### src/rtl/ex_pkg.sv
package ex_pkg;

    localparam logic [3:0] OPC_ADD  = 4'h0;
    localparam logic [3:0] OPC_NAND = 4'h1;
    localparam logic [3:0] OPC_ADDI = 4'h2;
    localparam logic [3:0] OPC_LW   = 4'h3;
    localparam logic [3:0] OPC_SW   = 4'h4;
    localparam logic [3:0] OPC_GOTO = 4'h5;
    localparam logic [3:0] OPC_JALR = 4'h6;
    localparam logic [3:0] OPC_HALT = 4'h7;
    localparam logic [3:0] OPC_SKP  = 4'h8;
    localparam logic [3:0] OPC_LEA  = 4'h9;

    localparam logic [3:0] SKIP_EQ = 4'h0;
    localparam logic [3:0] SKIP_LT = 4'h1;

    typedef enum logic [1:0] {
        ALU_ADD   = 2'd0,
        ALU_NAND  = 2'd1,
        ALU_PASSA = 2'd2
    } alu_op_e;

    typedef struct packed {
        alu_op_e alu;
        logic    a_pc;
        logic    b_imm;
        logic    wr;
        logic    ld;
        logic    st;
        logic    halt;
        logic    jump_rel;
        logic    jump_reg;
        logic    skip;
    } ctrl_t;

endpackage

### src/rtl/ex_decode.sv
module ex_decode
    import ex_pkg::*;
(
    input  logic [3:0] opcode_i,
    output ctrl_t      ctrl_o
);

    always_comb begin
        ctrl_o = '0;
        ctrl_o.alu = ALU_ADD;
        case (opcode_i)
            OPC_ADD: begin
                ctrl_o.wr = 1'b1;
            end
            OPC_NAND: begin
                ctrl_o.alu = ALU_NAND;
                ctrl_o.wr  = 1'b1;
            end
            OPC_ADDI: begin
                ctrl_o.b_imm = 1'b1;
                ctrl_o.wr    = 1'b1;
            end
            OPC_LW: begin
                ctrl_o.b_imm = 1'b1;
                ctrl_o.wr    = 1'b1;
                ctrl_o.ld    = 1'b1;
            end
            OPC_SW: begin
                ctrl_o.b_imm = 1'b1;
                ctrl_o.st    = 1'b1;
            end
            OPC_GOTO: begin
                ctrl_o.jump_rel = 1'b1;
            end
            OPC_JALR: begin
                ctrl_o.alu      = ALU_PASSA;
                ctrl_o.a_pc     = 1'b1;
                ctrl_o.wr       = 1'b1;
                ctrl_o.jump_reg = 1'b1;
            end
            OPC_HALT: begin
                ctrl_o.halt = 1'b1;
            end
            OPC_SKP: begin
                ctrl_o.skip = 1'b1;
            end
            OPC_LEA: begin
                ctrl_o.a_pc  = 1'b1;
                ctrl_o.b_imm = 1'b1;
                ctrl_o.wr    = 1'b1;
            end
            default: begin
                ctrl_o = '0;
            end
        endcase
    end

endmodule

### src/rtl/ex_alu.sv
module ex_alu
    import ex_pkg::*;
#(
    parameter int XLEN = 32
) (
    input  alu_op_e         op_i,
    input  logic [XLEN-1:0] a_i,
    input  logic [XLEN-1:0] b_i,
    input  logic [XLEN-1:0] cmp_a_i,
    input  logic [XLEN-1:0] cmp_b_i,
    output logic [XLEN-1:0] y_o,
    output logic            eq_o,
    output logic            lt_o
);

    always_comb begin
        case (op_i)
            ALU_NAND:  y_o = ~(a_i & b_i);
            ALU_PASSA: y_o = a_i;
            default:   y_o = a_i + b_i;
        endcase
    end

    assign eq_o = (cmp_a_i == cmp_b_i);
    assign lt_o = ($signed(cmp_a_i) < $signed(cmp_b_i));

endmodule

### src/rtl/ex_branch.sv
module ex_branch
    import ex_pkg::*;
#(
    parameter int XLEN = 32
) (
    input  logic            live_i,
    input  logic            jump_rel_i,
    input  logic            jump_reg_i,
    input  logic            skip_i,
    input  logic [3:0]      mode_i,
    input  logic            eq_i,
    input  logic            lt_i,
    input  logic [XLEN-1:0] pc_inc_i,
    input  logic [XLEN-1:0] imm_i,
    input  logic [XLEN-1:0] reg_tgt_i,
    output logic            redirect_o,
    output logic [XLEN-1:0] target_o
);

    localparam logic [XLEN-1:0] ONE = {{(XLEN-1){1'b0}}, 1'b1};

    logic cond_true;

    always_comb begin
        case (mode_i)
            SKIP_EQ: cond_true = eq_i;
            SKIP_LT: cond_true = lt_i;
            default: cond_true = 1'b0;
        endcase
    end

    always_comb begin
        redirect_o = 1'b0;
        target_o   = '0;
        if (live_i) begin
            if (jump_rel_i) begin
                redirect_o = 1'b1;
                target_o   = pc_inc_i + imm_i;
            end else if (jump_reg_i) begin
                redirect_o = 1'b1;
                target_o   = reg_tgt_i;
            end else if (skip_i && cond_true) begin
                redirect_o = 1'b1;
                target_o   = pc_inc_i + ONE;
            end
        end
    end

endmodule

### src/rtl/ex_stage.sv
module ex_stage
    import ex_pkg::*;
#(
    parameter int XLEN        = 32,
    parameter int ADDR_W      = 16,
    parameter int REG_AW      = 4,
    parameter int FLUSH_DEPTH = 2
) (
    input  logic               clk,
    input  logic               rst_n,
    input  logic               in_valid_i,
    input  logic [3:0]         opcode_i,
    input  logic [REG_AW-1:0]  field_hi_i,
    input  logic [XLEN-1:0]    opa_i,
    input  logic [XLEN-1:0]    opb_i,
    input  logic [XLEN-1:0]    imm_i,
    input  logic [XLEN-1:0]    pc_inc_i,
    output logic               redirect_o,
    output logic [XLEN-1:0]    redirect_pc_o,
    output logic [FLUSH_DEPTH-1:0] flush_o,
    output logic               halt_o,
    output logic               xm_valid_o,
    output logic [XLEN-1:0]    xm_result_o,
    output logic [ADDR_W-1:0]  xm_addr_o,
    output logic [XLEN-1:0]    xm_store_data_o,
    output logic [REG_AW-1:0]  xm_dst_o,
    output logic               xm_wr_en_o,
    output logic               xm_load_o,
    output logic               xm_store_o
);

    typedef struct packed {
        logic              valid;
        logic [XLEN-1:0]   result;
        logic [ADDR_W-1:0] addr;
        logic [XLEN-1:0]   sdata;
        logic [REG_AW-1:0] dst;
        logic              wr;
        logic              ld;
        logic              st;
        logic              halted;
    } xm_state_t;

    xm_state_t st_d, st_q;

    ctrl_t           ctrl;
    logic            live;
    logic            halt_now;
    logic [XLEN-1:0] alu_a, alu_b, alu_y;
    logic            cmp_eq, cmp_lt;
    logic            redirect;
    logic [XLEN-1:0] target;

    ex_decode u_decode (
        .opcode_i (opcode_i),
        .ctrl_o   (ctrl)
    );

    assign live     = in_valid_i && !st_q.halted;
    assign halt_now = st_q.halted || (in_valid_i && ctrl.halt);

    assign alu_a = ctrl.a_pc  ? pc_inc_i : opa_i;
    assign alu_b = ctrl.b_imm ? imm_i    : opb_i;

    ex_alu #(.XLEN(XLEN)) u_alu (
        .op_i    (ctrl.alu),
        .a_i     (alu_a),
        .b_i     (alu_b),
        .cmp_a_i (opa_i),
        .cmp_b_i (opb_i),
        .y_o     (alu_y),
        .eq_o    (cmp_eq),
        .lt_o    (cmp_lt)
    );

    ex_branch #(.XLEN(XLEN)) u_branch (
        .live_i     (live),
        .jump_rel_i (ctrl.jump_rel),
        .jump_reg_i (ctrl.jump_reg),
        .skip_i     (ctrl.skip),
        .mode_i     (field_hi_i[3:0]),
        .eq_i       (cmp_eq),
        .lt_i       (cmp_lt),
        .pc_inc_i   (pc_inc_i),
        .imm_i      (imm_i),
        .reg_tgt_i  (opa_i),
        .redirect_o (redirect),
        .target_o   (target)
    );

    always_comb begin
        st_d        = st_q;
        st_d.valid  = live;
        st_d.wr     = live && ctrl.wr && (field_hi_i != '0);
        st_d.ld     = live && ctrl.ld;
        st_d.st     = live && ctrl.st;
        st_d.dst    = live ? field_hi_i : '0;
        st_d.result = live ? alu_y : '0;
        st_d.addr   = live ? alu_y[ADDR_W-1:0] : '0;
        st_d.sdata  = live ? opb_i : '0;
        st_d.halted = halt_now;
    end

    always_ff @(posedge clk or negedge rst_n) begin
        if (!rst_n) begin
            st_q <= '0;
        end else begin
            st_q <= st_d;
        end
    end

    generate
        for (genvar k = 0; k < FLUSH_DEPTH; k++) begin : g_flush
            assign flush_o[k] = redirect;
        end
    endgenerate

    assign redirect_o      = redirect;
    assign redirect_pc_o   = target;
    assign halt_o          = halt_now;
    assign xm_valid_o      = st_q.valid;
    assign xm_result_o     = st_q.result;
    assign xm_addr_o       = st_q.addr;
    assign xm_store_data_o = st_q.sdata;
    assign xm_dst_o        = st_q.dst;
    assign xm_wr_en_o      = st_q.wr;
    assign xm_load_o       = st_q.ld;
    assign xm_store_o      = st_q.st;

endmodule

### config.mk
export PLATFORM = sky130hd
export DESIGN_NAME = ex_stage
export DESIGN_NICKNAME = d
export VERILOG_FILES = /design/src/rtl/ex_pkg.sv /design/src/rtl/ex_decode.sv /design/src/rtl/ex_alu.sv /design/src/rtl/ex_branch.sv /design/src/rtl/ex_stage.sv
export SDC_FILE = /design/constraint.sdc
export NUM_CORES = 1
export LEC_CHECK = 0
export BUFFER_PORTS_ARGS = -buffer_cell sky130_fd_sc_hd__buf_2
export CORE_MARGIN = 2
export CORE_UTILIZATION = 36
export DETAILED_ROUTE_END_ITERATION = 10
export SLEW_MARGIN = 20
export SYNTH_ARGS = -nofsm -noshare
export SYNTH_HDL_FRONTEND = slang
export SYNTH_SLANG_ARGS = --single-unit
### constraint.sdc
create_clock -name clk -period 4.3 [get_ports clk]
set_input_delay 0.645 -clock clk [delete_from_list [all_inputs] [get_ports clk]]
set_output_delay 0.645 -clock clk [all_outputs]
set_load 0.02 [all_outputs]
# ---- After elaboration in Yosys (flattened, before gate mapping)
# Index checks and enable logic that the tools add are counted.
dict set report classes {
  eq_ne 13
  muxes 26
  add_sub_neg 3
  reduce_logical 15
  order_cmp 1
  bitwise_logic 2
}
# operator count
set ops {}
lappend ops {{two-way mux 32 bit} 8}
lappend ops {{adder 32 bit} 2}
lappend ops {{case mux 32 bit (2 select lines)} 1}
lappend ops {{adder 32 x 1 -> 32 bit, second input constant} 1}
lappend ops {{bitwise AND 32 bit} 1}
lappend ops {{== test 32 bit} 1}
lappend ops {{< comparator 32 bit} 1}
lappend ops {{inverter 32 bit} 1}
lappend ops {{== test 4 x 3 -> 1 bit, second input constant} 4}
lappend ops {{two-way mux 16 bit} 1}
lappend ops {{two-way mux 1 bit} 13}
lappend ops {{== test 4 x 1 -> 1 bit, second input constant} 2}
lappend ops {{== test 4 x 2 -> 1 bit, second input constant} 2}
lappend ops {{== test 4 bit, second input constant} 2}
lappend ops {{zero test 4 bit} 2}
lappend ops {{logical AND 1 bit} 7}
lappend ops {{OR reduction 6 bit} 1}
lappend ops {{two-way mux 4 bit} 1}
lappend ops {{case mux 2 bit (2 select lines)} 1}
lappend ops {{nonzero test 4 bit} 1}
lappend ops {{OR reduction 4 bit} 1}
lappend ops {{== test 2 x 1 -> 1 bit, second input constant} 1}
lappend ops {{== test 2 bit, second input constant} 1}
lappend ops {{case mux 1 bit (2 select lines)} 1}
lappend ops {{3 further kinds} 3}
dict set report totals {
  regBits 89
  output_inout_bits 124
  elab_cells 69
}

# ---- Logic depth before layout (Yosys ltp)
dict set report depth {
  depth_word 8
  depth_mapped 18
  mapped_depth_nobuf 16
}

# ---- By module
# From an unflattened synthesis, not the netlist that was laid out.
dict set report hier_totals {
  hier_cells 1290
  hier_area_um2 10329.9
}
# mod seq_area_each_um2 area_each_um2 cells_per_inst instances
set by_module_without_submodules {}
lappend by_module_without_submodules {ex_stage 1826.8 3754.9 313 1}
lappend by_module_without_submodules {ex_alu 0.0 3350.7 508 1}
lappend by_module_without_submodules {ex_branch 0.0 3111.7 450 1}
lappend by_module_without_submodules {ex_decode 0.0 112.6 19 1}

# ---- Least setup slack after synthesis
# Ideal clock, no wire load.
dict set report synth_timing {
  path_type {input -> register}
  start {in opcode_i[0]}
  end {reg st_q, in the netlist xm_result_o[20]}
  setup_ns 0.094
  stages 17
  setup_slack_ns -0.276
  arrival_ns 4.482
  n_path_buf 2
  required_ns 4.206
  cell_sequence {clkbuf_1 > nor2b_1 > mux2i_1 > o32a_1 > buf_1 > mux2_2 > ha_1 > fa_1 > a21o_1 > a31oi_1 > o2111ai_1 > a31oi_1 > nor3_2 > nand2b_1 > a221oi_1 > xor2_1 > a211oi_1}
}
# element line
set synth_rtl {}
lappend synth_rtl {{start: declaration} ex_stage.sv:12} ;# input logic [3:0] opcode_i,
lappend synth_rtl {{end signal: assignment} ex_stage.sv:108} ;# st_q <= st_d;
lappend synth_rtl {{end: declaration} ex_stage.sv:44} ;# xm_state_t st_d, st_q;

# ---- Worst setup path after layout
dict set report layout_timing {
  start {in opa_i[25]}
  end {out redirect_pc_o[21]}
}
dict set report layout_via {
  elab_chain_len 7
  word_cells_on_any_way 8
  classes_between {order compare: 1; eq/ne: 1; mux: 5; reduce/logical: 1}
}
# element line
set layout_rtl {}
lappend layout_rtl {{start: declaration} ex_stage.sv:14} ;# input logic [XLEN-1:0] opa_i,
lappend layout_rtl {{< comparator 32 bit or == test 32 bit (tied branches)} {ex_alu.sv:25, ex_alu.sv:24}}
lappend layout_rtl {{case mux 1 bit (2 select lines) *} ex_branch.sv:25} ;# case (mode_i)
lappend layout_rtl {{logical AND 1 bit *} ex_branch.sv:42} ;# end else if (skip_i && cond_true) begin
lappend layout_rtl {{two-way mux 32 bit *} ex_branch.sv:42}
lappend layout_rtl {{two-way mux 32 bit *} ex_branch.sv:39} ;# end else if (jump_reg_i) begin
lappend layout_rtl {{two-way mux 32 bit *} ex_branch.sv:36} ;# if (jump_rel_i) begin
lappend layout_rtl {{two-way mux 32 bit *} ex_branch.sv:35} ;# if (live_i) begin
lappend layout_rtl {{end: declaration} ex_stage.sv:19} ;# output logic [XLEN-1:0] redirect_pc_o,
# Every way passes the cells marked *; elsewhere a longest branch is shown, timed or not.

==> metrics.txt <==
# TYPE chip_impl_metric gauge
chip_impl_metric{name="drv_cap",unit=""} 0
chip_impl_metric{name="max_freq",unit="MHz"} 240
chip_impl_info{name="worstHoldPathType",value="in -> async"} 1
chip_impl_metric{name="numPortBuffers",unit=""} 262
chip_impl_metric{name="synth-compound-area-share",unit="%"} 23.6
chip_impl_metric{name="clock_sinks",unit=""} 73
chip_impl_metric{name="finalMaxSlewViolations",unit=""} 0
chip_impl_metric{name="finalWorstSetupSlack",unit="ps"} 126
chip_impl_metric{name="synth_async_sr_flop_share",unit="%"} 100
chip_impl_metric{name="grt.overflow.total",unit=""} 0
chip_impl_metric{name="cts_made_buffers",unit=""} 9
chip_impl_metric{name="worstSkewPairLatency",unit="ps"} 350
chip_impl_metric{name="yosysTopAreaCellShare",unit="%"} 19.8
chip_impl_metric{name="synth-simple-area-share",unit="%"} 15.7
chip_impl_metric{name="clock_power_share",unit="%"} 27.9
chip_impl_metric{name="power_report.internal_total",unit="W"} 0.00185
chip_impl_info{name="setup.worst_path.start_class",value="input port"} 1
chip_impl_metric{name="detailed_place_hpwl",unit="mm"} 28.8
chip_impl_metric{name="share_of_final_layout_standard_cells_stronger_than_drive_strength_1",unit="%"} 31.7
chip_impl_metric{name="route.final.wire_length",unit="mm"} 35.7
chip_impl_metric{name="nNetsFinal",unit=""} 1599
chip_impl_info{name="unrepaired_setup_endpoints_after_global_routing",value="false"} 1
chip_impl_metric{name="fp.coreArea",unit="µm²"} 25200
chip_impl_metric{name="detailedRoute.firstIterationViolations",unit=""} 982
chip_impl_metric{name="finish.utilization",unit="%"} 44.0
chip_impl_metric{name="skew",unit="ps"} 6.91
chip_impl_metric{name="routedWlPerCell",unit="µm"} 21.0
chip_impl_metric{name="arrival",unit="ps"} 3530
chip_impl_metric{name="mappedNetlistArea",unit="µm²"} 9230
chip_impl_metric{name="netlist-cell-type-count",unit=""} 68
chip_impl_metric{name="total_chip_power",unit="W"} 0.00302
chip_impl_metric{name="tightest_slew",unit="ps"} 714
chip_impl_metric{name="synth-seq-cells",unit=""} 73
chip_impl_metric{name="synth-xor-area-share",unit="%"} 7.79
chip_impl_info{name="path_cells",value="buf_2 -> ha_1 -> a21o_1 -> a21o_1 -> a21oi_1 -> o311ai_4 -> a211o_1 -> a2111oi_4 -> buf_12 -> a22oi_1 -> a21oi_1 -> buf_2"} 1
chip_impl_metric{name="routabilityCongestion",unit=""} 0.960
chip_impl_metric{name="first_pass_grt_wire_length",unit="mm"} 53.2
chip_impl_metric{name="p_leak",unit="nW"} 5.63
chip_impl_metric{name="synth-edff-count",unit=""} 0
chip_impl_metric{name="detailed_route_via_count",unit=""} 9387
chip_impl_metric{name="layout_min_cycle_time",unit="ps"} 4170
chip_impl_metric{name="die_width",unit="µm"} 164
chip_impl_metric{name="seq_area_frac_synth",unit="%"} 19.8
chip_impl_info{name="top_post_synthesis_cells_by_area",value="sky130_fd_sc_hd__dfrtp_1 20%, sky130_fd_sc_hd__ha_1 13%, sky130_fd_sc_hd__buf_4 7.0%"} 1
chip_impl_metric{name="timing.final.setup_violations",unit=""} 0
chip_impl_metric{name="flow.area_growth_from_synthesis",unit="%"} 20.2
chip_impl_metric{name="synth_mux_area_share",unit="%"} 7.66
chip_impl_metric{name="first_global_vias",unit=""} 8883
chip_impl_metric{name="ir_drop",unit="V"} 0.000206
chip_impl_metric{name="grt_max_degree",unit=""} 74
chip_impl_metric{name="drc_errors",unit=""} 0
chip_impl_metric{name="die-height",unit="µm"} 164
chip_impl_metric{name="mappedNetlistNets",unit=""} 1382
chip_impl_metric{name="io-pin-count",unit=""} 263
chip_impl_metric{name="power_frac_seq",unit="%"} 24.9
chip_impl_metric{name="place_inst",unit=""} 1678
chip_impl_info{name="cts_root_buf",value="sky130_fd_sc_hd__clkbuf_16"} 1
chip_impl_info{name="synth_top_family_by_area",value="compound AO/OA/AOI/OAI gates"} 1
chip_impl_metric{name="grt_usage",unit="%"} 26.0
chip_impl_metric{name="fin_worst_hold_slack",unit="ps"} 328
chip_impl_metric{name="worst_slew_margin_rel",unit="%"} 52.4
chip_impl_metric{name="die_area",unit="µm²"} 26900
chip_impl_info{name="crit_slowest_cell",value="sky130_fd_sc_hd__a2111oi_4"} 1
chip_impl_info{name="cts_tree",value="done"} 1
chip_impl_metric{name="htree_levels",unit=""} 3
chip_impl_info{name="path_class",value="in -> out"} 1
chip_impl_metric{name="timing.critical_path.required",unit="ps"} 3650
chip_impl_metric{name="post-route-period-util",unit="%"} 97.1
chip_impl_metric{name="power.share.switching",unit="%"} 38.9
chip_impl_metric{name="syn-mean-instance-area",unit="µm²"} 8.08
chip_impl_metric{name="post_layout_nonfiller_instances",unit=""} 1697
chip_impl_info{name="post-synth-top-area-cell",value="sky130_fd_sc_hd__dfrtp_1"} 1
chip_impl_metric{name="synthesis.instances",unit=""} 1142
chip_impl_metric{name="placement_stage_worst_setup_slack",unit="ps"} -84.0
chip_impl_metric{name="antenna_found_initial",unit=""} 4
chip_impl_info{name="synth_ff_type",value="sky130_fd_sc_hd__dfrtp_1"} 1
chip_impl_metric{name="pwr_density_cell",unit="nW/µm²"} 272
chip_impl_metric{name="hold_violations",unit=""} 0
chip_impl_metric{name="post_cts.repair.setup_buffers",unit=""} 0
chip_impl_metric{name="rows",unit=""} 58
chip_impl_metric{name="power_switching",unit="W"} 0.00117
chip_impl_metric{name="floorplan.initialDensity",unit="%"} 36.6
chip_impl_info{name="status",value="finished, final reports clean"} 1
chip_impl_metric{name="cp_max_fo",unit=""} 33
chip_impl_metric{name="clk_transition_reported_paths",unit="ps"} 60
chip_impl_metric{name="share_comb_of_total_power",unit="%"} 47.2
chip_impl_metric{name="route.detailed.vias_per_inst",unit=""} 5.53
chip_impl_metric{name="cts-root-to-sink-buffers",unit=""} 2
chip_impl_info{name="setup.worst_path.end_class",value="primary output"} 1
chip_impl_metric{name="final_antenna_net_count",unit=""} 0
chip_impl_metric{name="firstDrtPassIters",unit=""} 7
chip_impl_metric{name="yosys.area_share.adder",unit="%"} 13.9
chip_impl_metric{name="ys.warnings.count",unit=""} 0
chip_impl_metric{name="critPathMaxStageDelay",unit="ps"} 360
[worst paths after layout]
kind | cells past startpoint | slack [ps] | to | startpoint
setup / recovery | 12 | 130 | redirect_pc_o[21] | opa_i[25]
hold / removal | 1 | 330 | xm_addr_o[5]$_DFF_PN0_ | rst_n
setup reg to reg | 3 | 2410 | xm_addr_o[0]$_DFF_PN0_ | st_q[0]$_DFF_PN0_
hold reg to reg | 1 | 520 | st_q[0]$_DFF_PN0_ | st_q[0]$_DFF_PN0_
max in group asynchronous | 1 | 3490 | xm_store_data_o[30]$_DFF_PN0_ | rst_n
min in group clk | 1 | 520 | st_q[0]$_DFF_PN0_ | st_q[0]$_DFF_PN0_
[Yosys cell counts (3+ instances only)]
master,n
sky130_fd_sc_hd__a211o_1,3
sky130_fd_sc_hd__a211oi_1,29
sky130_fd_sc_hd__a21o_1,31
sky130_fd_sc_hd__a21oi_1,87
sky130_fd_sc_hd__a221oi_1,12
sky130_fd_sc_hd__a222oi_1,21
sky130_fd_sc_hd__a22oi_1,9
sky130_fd_sc_hd__a31oi_1,12
sky130_fd_sc_hd__and2_1,8
sky130_fd_sc_hd__and3_1,14
sky130_fd_sc_hd__buf_1,7
sky130_fd_sc_hd__buf_2,3
sky130_fd_sc_hd__buf_4,86
sky130_fd_sc_hd__buf_6,3
sky130_fd_sc_hd__clkbuf_1,35
sky130_fd_sc_hd__dfrtp_1,73
sky130_fd_sc_hd__ha_1,99
sky130_fd_sc_hd__inv_1,58
sky130_fd_sc_hd__mux2_1,8
sky130_fd_sc_hd__mux2_2,53
sky130_fd_sc_hd__nand2_1,79
sky130_fd_sc_hd__nand2b_1,10
sky130_fd_sc_hd__nand3_1,31
sky130_fd_sc_hd__nand4_1,17
sky130_fd_sc_hd__nor2_1,110
sky130_fd_sc_hd__nor2b_1,8
sky130_fd_sc_hd__nor3_1,16
sky130_fd_sc_hd__nor4_1,6
sky130_fd_sc_hd__o211ai_1,7
sky130_fd_sc_hd__o21a_1,11
sky130_fd_sc_hd__o21ai_0,53
sky130_fd_sc_hd__o21ai_1,10
sky130_fd_sc_hd__o22ai_1,3
sky130_fd_sc_hd__o31ai_1,4
sky130_fd_sc_hd__o32a_1,3
sky130_fd_sc_hd__or2_2,3
sky130_fd_sc_hd__xnor2_1,51
sky130_fd_sc_hd__xor2_1,31
[critical path: cells and delay by family]
kind,cells,cell delay [ps]
buffers and inverters,3,620
adders and majority gates,1,310
AOI/OAI and AO/OA,8,1930
[placed cells by master (no fill, tap or decap), types with 12 or more instances in the layout]
master	instances
sky130_fd_sc_hd__nand2_1	79
sky130_fd_sc_hd__inv_1	58
sky130_fd_sc_hd__a221oi_1	12
sky130_fd_sc_hd__xor2_1	31
sky130_fd_sc_hd__a31oi_1	12
sky130_fd_sc_hd__o21ai_0	53
sky130_fd_sc_hd__a21oi_1	86
sky130_fd_sc_hd__a211oi_1	28
sky130_fd_sc_hd__and3_1	14
sky130_fd_sc_hd__nor3_1	16
sky130_fd_sc_hd__buf_2	261
sky130_fd_sc_hd__dfrtp_1	73
sky130_fd_sc_hd__nand3_1	31
sky130_fd_sc_hd__a21o_1	31
sky130_fd_sc_hd__ha_1	99
sky130_fd_sc_hd__xnor2_1	51
sky130_fd_sc_hd__nand4_1	17
sky130_fd_sc_hd__a222oi_1	21
sky130_fd_sc_hd__mux2_2	53
sky130_fd_sc_hd__buf_4	76
sky130_fd_sc_hd__nor2_1	108
[metal layers]
layer	up-vias	share of wire [%]	global-route usage, %
li1	4509	-	-
met5	-	0	0
met3	47	7.6	5.03
met2	387	43	37.8
met1	4444	47	38.3
met4	0	2.5	8.69
[power groups by stage]
| stage | logic, W | registers (W) | clock network (W) |
|---|---|---|---|
| 2_1_floorplan | 0.000957 | 0.000762 | 0 |
| 3_3_place_gp | 0.00140 | 0.000767 | 0 |
| 3_5_place_dp | 0.00140 | 0.000765 | 0 |
| 4_1_cts | 0.00140 | 0.000754 | 0.000864 |
| 5_1_grt | 0.00156 | 0.000758 | 0.000891 |
| 6_report | 0.00142 | 0.000753 | 0.000842 |
[per-stage QoR]
step | area [µm²] | TNS, ps
global route | 11100 | 0
detailed placement | 10700 | -273
finish | 11100 | 0
global placement | 10700 | -4.09
floorplan | 9250 | 0
CTS | 11100 | 0
[repair_timing]
item                                    CTS  global route
resized for setup                         0             5
hold buffers                              0             0
endpoints found under the setup margin    0            21
[registers in the layout (all words and copies together), names as in the netlist]
register / cells
xm_store_data_o: 32
xm_result_o: 17
xm_addr_o: 15
xm_dst_o: 4
st_q: 1
xm_load_o: 1
xm_store_o: 1
xm_valid_o: 1
xm_wr_en_o: 1
[cells by family after synthesis]
logic type,count (synthesis)
buffers and inverters,192
adder cells (fa/ha/maj),101
AO/OA/AOI/OAI,319
AND/OR/NAND/NOR,312
flip-flops,73
multiplexers,63
XOR/XNOR,82
[cell type report]
cell class | instances | area (µm²)
tap | 330 | 413
antenna | 4 | 10.0
multi-input combinational | 877 | 6370
fill | 2604 | 14100
timing repair buffer | 340 | 1930
inverter | 58 | 218
clock inverter | 5 | 80.1
clock buffer | 10 | 239
sequential | 73 | 1830
No activity file was read; power rests on OpenSTA's default activity.
